[src/rtl/tagged_alu_pkg.sv]
package tagged_alu_pkg;
  typedef enum logic [1:0] {
    SEL_ZERO_V   = 2'b00,
    SEL_CNT_PAD  = 2'b01,
    SEL_MTWO_V   = 2'b10,
    SEL_SIDX_PAD = 2'b11
  } op_sel_e;
endpackage

[src/rtl/alu_opa_mux.sv]
module alu_opa_mux #(
  parameter int DATA_W = 8,
  parameter int CNT_W  = 4
) (
  input  logic [1:0]        sel,
  input  logic [DATA_W-1:0] cnt,
  input  logic [DATA_W-1:0] sidx,
  output logic [DATA_W-1:0] opa
);
  import tagged_alu_pkg::*;
  localparam logic [DATA_W-1:0] MINUS_TWO = ~DATA_W'(1);
  localparam int CNT_HI = DATA_W - CNT_W;

  logic [DATA_W-1:0] cnt_ext;

  generate
    if (CNT_HI > 0) begin : g_cnt_pad
      assign cnt_ext = {{CNT_HI{1'b0}}, cnt[CNT_W-1:0]};
    end else begin : g_cnt_full
      assign cnt_ext = cnt;
    end
  endgenerate

  always_comb begin
    unique case (op_sel_e'(sel))
      SEL_ZERO_V:   opa = '0;
      SEL_CNT_PAD:  opa = cnt_ext;
      SEL_MTWO_V:   opa = MINUS_TWO;
      SEL_SIDX_PAD: opa = sidx;
      default:      opa = '0;
    endcase
  end
endmodule

[src/rtl/alu_opb_pad.sv]
module alu_opb_pad #(
  parameter int DATA_W   = 8,
  parameter int PAD_BITS = 2
) (
  input  logic              use_pad,
  input  logic [DATA_W-1:0] v,
  output logic [DATA_W-1:0] opb
);
  localparam int ONES_W = DATA_W - PAD_BITS;

  logic [DATA_W-1:0] padded;
  assign padded = {{ONES_W{1'b1}}, v[PAD_BITS-1:0]};
  assign opb    = use_pad ? padded : v;
endmodule

[src/rtl/alu_adder.sv]
module alu_adder #(
  parameter int DATA_W = 8
) (
  input  logic [DATA_W-1:0] a,
  input  logic [DATA_W-1:0] b,
  input  logic              ci,
  output logic [DATA_W-1:0] s,
  output logic              co
);
  logic [DATA_W:0] wide;
  assign wide = {1'b0, a} + {1'b0, b} + {{DATA_W{1'b0}}, ci};
  assign s    = wide[DATA_W-1:0];
  assign co   = wide[DATA_W];
endmodule

[src/rtl/tagged_alu.sv]
module tagged_alu #(
  parameter int DATA_W   = 8,
  parameter int CNT_W    = 4,
  parameter int PAD_BITS = 2
) (
  input  logic              clk,
  input  logic              rst,
  input  logic [1:0]        op_sel,
  input  logic              cin,
  input  logic [DATA_W-1:0] v_in,
  input  logic [DATA_W-1:0] ac_in,
  input  logic [DATA_W-1:0] si_in,
  output logic [DATA_W-1:0] sum_q,
  output logic [DATA_W-1:0] bus_q,
  output logic              cout_q
);
  localparam int TAG = DATA_W - 1;

  logic [DATA_W-1:0] opa, opb, sum_d;
  logic              cout_d;

  alu_opa_mux #(.DATA_W(DATA_W), .CNT_W(CNT_W)) u_opa (
    .sel(op_sel), .cnt(ac_in), .sidx(si_in), .opa(opa)
  );

  alu_opb_pad #(.DATA_W(DATA_W), .PAD_BITS(PAD_BITS)) u_opb (
    .use_pad(op_sel[0]), .v(v_in), .opb(opb)
  );

  alu_adder #(.DATA_W(DATA_W)) u_add (
    .a(opa), .b(opb), .ci(cin), .s(sum_d), .co(cout_d)
  );

  always_ff @(posedge clk) begin
    if (rst) begin
      sum_q  <= '0;
      bus_q  <= '0;
      cout_q <= 1'b0;
    end else begin
      sum_q  <= sum_d;
      bus_q  <= {v_in[TAG], sum_d[TAG-1:0]};
      cout_q <= cout_d;
    end
  end

  // copy and increment of V, one cycle later
  p_copy_inc_r2: assert property (@(posedge clk) disable iff (rst)
    (op_sel == 2'b00) |=> (sum_q == $past(v_in) + DATA_W'($past(cin))));

  // minus-two and decrement of V
  p_dec_r3: assert property (@(posedge clk) disable iff (rst)
    (op_sel == 2'b10 && cin) |=> (sum_q == $past(v_in) - DATA_W'(1)));

  // counter path sees only the low nibble, whatever its upper bits
  p_cnt_mask_r4: assert property (@(posedge clk) disable iff (rst)
    (op_sel == 2'b01 && v_in[1:0] == 2'b11 && !cin) |=>
      (sum_q == DATA_W'($past(ac_in[CNT_W-1:0])) - DATA_W'(1)));

  // tag bit of the bus word follows the V that produced it
  p_bus_tag_r6: assert property (@(posedge clk) disable iff (rst)
    1'b1 |=> (bus_q[TAG] == $past(v_in[TAG])));

  // payload bits of the bus word match the full sum
  p_bus_low_r6: assert property (@(posedge clk) disable iff (rst)
    1'b1 |=> (bus_q[TAG-1:0] == sum_q[TAG-1:0]));

  // adding zero to V never carries
  p_no_carry_r7: assert property (@(posedge clk) disable iff (rst)
    (op_sel == 2'b00 && v_in != '1) |=> !cout_q);
endmodule

[config.mk]
export PLATFORM = sky130hd
export DESIGN_NAME = tagged_alu
export DESIGN_NICKNAME = d
export VERILOG_FILES = /design/src/rtl/tagged_alu_pkg.sv /design/src/rtl/alu_opa_mux.sv /design/src/rtl/alu_opb_pad.sv /design/src/rtl/alu_adder.sv /design/src/rtl/tagged_alu.sv
export SDC_FILE = /design/constraint.sdc
export NUM_CORES = 1
export LEC_CHECK = 0
export BUFFER_PORTS_ARGS = -buffer_cell sky130_fd_sc_hd__buf_4
export CORE_MARGIN = 1
export CORE_UTILIZATION = 44
export CTS_BUF_LIST = sky130_fd_sc_hd__clkbuf_2 sky130_fd_sc_hd__clkbuf_4 sky130_fd_sc_hd__clkbuf_8
export DETAILED_ROUTE_END_ITERATION = 12
export GPL_ROUTABILITY_DRIVEN = 0
export GPL_TIMING_DRIVEN = 0
export PLACE_DENSITY = 0.91
export SYNTH_ARGS = -nofsm -noshare
export SYNTH_HDL_FRONTEND = slang
export SYNTH_SLANG_ARGS = --single-unit
[constraint.sdc]
create_clock -name clk -period 3 [get_ports clk]
set_input_delay 0.3 -clock clk [delete_from_list [all_inputs] [get_ports clk]]
set_output_delay 0.3 -clock clk [all_outputs]
set_load 0.1 [all_outputs]
# Yosys cells after proc, flatten, opt, wreduce, memory -nomap -nowiden
# Cells that the tools add are included.
# word_totals
regBits,17
inputBits,29
elab_cells,11
# op_classes
add_sub_neg,2
n_eq_ne,3
mux,2
reduce_logical,1
# ops
op,n
8-bit one-hot mux with 4 select lines,1
8-bit by 8-bit adder with 9-bit output,1
9-bit by 1-bit adder with 9-bit output,1
8-bit 2-to-1 mux,1
"2-bit == test, second input constant",2
"2-bit by 1-bit == test with 1-bit output, second input constant",1
2-bit logical NOT,1

# Logic depth before layout (Yosys ltp)
# depth
ltp_word,4
mapped_depth,10

# Modules after synthesis
# A second synthesis with hierarchy kept.
# hier_totals
hier_cells,98
area_unflattened_um2,824.5
# by_module_without_submodules
module,n_inst,cells_per_inst,area_per_inst_um2,seq_area_each_um2
alu_adder,1,42,331.6,0.0
tagged_alu,1,27,315.3,200.2
alu_opa_mux,1,21,125.1,0.0
alu_opb_pad,1,8,52.6,0.0

# Worst setup path before layout
# Ideal clock, no wire load.
# synth_path
path_type,input to register
startpoint,in op_sel[1]
endpoint,reg cout_q
setup_time_ps,120
arrival_ps,2293
slack_ps,587
stages,10
path_cell_list,clkbuf_1 mux2_2 nand2_1 fa_1 inv_1 fa_1 a21o_1 a311oi_1 nor2_1 o31a_1
# synth_between
elab_chain_len,4
elab_cells_between_ends,7
cone_classes,add/sub (2); eq/ne (3); mux (1); reduce/logical (1)
# synth_lines
element,line_no,rtl
start: declaration,tagged_alu.sv:8,"input logic [1:0] op_sel,"
"2-bit == test, or another cell as far along",alu_opa_mux.sv:25,unique case (op_sel_e'(sel))
8-bit one-hot mux with 4 select lines (*),alu_opa_mux.sv:25,
8-bit by 8-bit adder with 9-bit output (*),alu_adder.sv:11,"assign wide = {1'b0, a} + {1'b0, b} + {{DATA_W{1'b0}}, ci};"
9-bit by 1-bit adder with 9-bit output (*),alu_adder.sv:11,
end signal: assignment,tagged_alu.sv:42,cout_q <= cout_d;
end: declaration,tagged_alu.sv:15,output logic cout_q
# Every way passes the cells marked *; elsewhere a longest branch is shown, timed or not.
# A chain may end at the register's enable or synchronous reset.

# Final worst setup path
# Ends and elaborated chain as after synthesis.

==> impl_metrics.ini <==
[drt]
wl_met3_um = 88
ant_nets = 0
wl_per_cell_um = 9.68
drc = 7
routed.top_layer = met4
wl_um = 1480
firstDrtPassIters = 11
wl_met1_um = 587
dr_total_vias = 757
met2_length_um = 789
drt_iter0_drc = 25
via_per_inst = 4.95

[sta]
finalHoldViolations = 0
slew_viol_final = 0
post-route-period-util_pct = 77.7
rsz0062_at_grt = no
setup-violations-final = 0
whs_ns = 0.265
setup_tns_ns = 0
fin_crit_ns = 2.33
worst_pin_slew_ns = 0.409
relSlewSlack_pct = 72.7
max_freq_ghz = 0.429

[global_route]
antenna_found_initial = 0
grt_max_degree = 11
grt_pass1_vias = 646
grt_overflow = 0
grt_pass1_wl_um = 2530
track_usage_pct = 18.0

[clocking]
cts_root_buffer = clkbuf_4
clock-sinks = 10
clock_path_buffers = 2
path_clk_slew_ns = 0.06
post_cts_resize_count = 0
cts_tree = yes
hold_buffers = 0
cts_buffers = 3
post-cts-setup-buffer-count = 0
h-tree-depth = 1

[synthesis]
yosysTopAreaCellShare_pct = 26.4
syn_nets = 132
yosysMostFrequentCell = nor2_1
yosys-top-cells-area = dfxtp_1 (26%), ha_1 (12%), buf_4 (6.9%)
synthTopCellsByCount = nor2_1 (13), dfxtp_1 (10)
ys_dominant_reg_cell = dfxtp_1
avgSynthCellArea_um2 = 8.07
ys_seq_elements = 10
synth_edf_count = 0
ys_seq_area_share_pct = 26.4
synth_top_area_cell = dfxtp_1
synth_warnings = 0
synthArstFlopShare_pct = 0
netlist_area_um2 = 758
netlist_instances = 94
yosysUniqueCellTypes = 26

[power_and_ir_drop]
ir_drop_uv = 274
p_per_area_mw_per_mm2 = 625
power.leakage_nw = 0.575

[flow_run]
drv_cap = 0

[setup_path]
crit_fanout = 9
required_ns = 3.15
start_kind = primary input
end_kind = register
arrival_ns = 2.48
path_class = primary input to register

[layout]
antenna_cells = 0
area_delta_synth_final_pct = 46.0
nNetsFinal = 176
drive_gt1_share_pct = 42.3
final_cell_area_mm2 = 0.00111

[placed_design]
portBuffers = 39
dp_hpwl_um = 1350
place_area_mm2 = 0.00107

[floorplan]
die_area_mm2 = 0.00189
start_util_pct = 48.6
die_w_um = 43.5
die_h_um = 43.5
coreArea_mm2 = 0.00156
rows = 14
io_pins = 46

[status]
status = finished with violations
violations = design-rule violations

[hold_path]
hp-class = primary input to register
-- metrics by stage --
step / setup slack [ns] / util [%] / power, mW / cells
after floorplan: 0.587 / - / 0.496 / 94
after global placement: 0.419 / 68.7 / 0.575 / 149
after detailed placement: 0.380 / 68.7 / 0.583 / 149
after CTS: 0.654 / 71.0 / 0.697 / 153
after global routing: 0.502 / 71.0 / 0.727 / 153
final: 0.668 / 71.0 / 0.692 / 153
-- kinds of logic (layout without fill, tap and decap cells) --
group	after synthesis	count (layout)	share of synthesized area, %
AOI/OAI and AO/OA	22	22	19.8
xor gates and xnor gates	3	3	3.47
adders and majority gates	9	9	16.8
buffers and inverters	17	60	11.9
DFF	10	10	26.4
muxes	1	1	1.49
and+or+nand+nor	32	32	20.1
-- worst max-delay path: stages --
cell	delay, ns
clkbuf_1	0.26
mux2_2	0.38
nand2_1	0.09
fa_1	0.18
inv_1	0.05
fa_1	0.39
a21o_1	0.21
a311oi_1	0.28
nor2_1	0.10
o31a_1	0.24
-- path summary, 6_finish.rpt --
check	start	end	slack, ns	depth (start not counted)
setup / recovery	op_sel[1]	cout_q$_SDFF_PP0_	0.67	10
hold / removal	v_in[7]	bus_q[7]$_SDFF_PP0_	0.27	2
-- flip-flops by register name, indices dropped and copies added (netlist names) --
signal  flops
bus_q       1
sum_q       8
cout_q      1
-- report_power, final --
group	leakage, nW	internal [mW]	switching, mW
Clock	0.0210	0.0734	0.0405
Sequential	0.0834	0.151	0.00780
Combinational	0.470	0.119	0.301
Total	0.575	0.343	0.349
-- cell usage in the layout, fill, tap and decap left out, types with 4 or more instances in the layout --
master    instances
dfxtp_1          10
buf_4            46
a21oi_1           7
a21boi_0          4
ha_1              7
nand2_1           4
nor3_1            5
or2_2             6
inv_1             7
nor2_1           13
-- final cells by class --
cell class                 count  area [µm²]
multi-input combinational     67         468
fill                         136         452
timing repair buffer          39         293
sequential                    10         200
buffer                        10        63.8
clock buffer                   4        36.3
inverter                       7        26.3
tap                           16        20.0
-- routing by layer --
layer	track usage (%)	up-vias
met5	0	-
met2	33.6	31
met4	7.50	0
met1	19.4	324
met3	3.75	3
li1	-	399
Power figures use the tool's default switching activity.
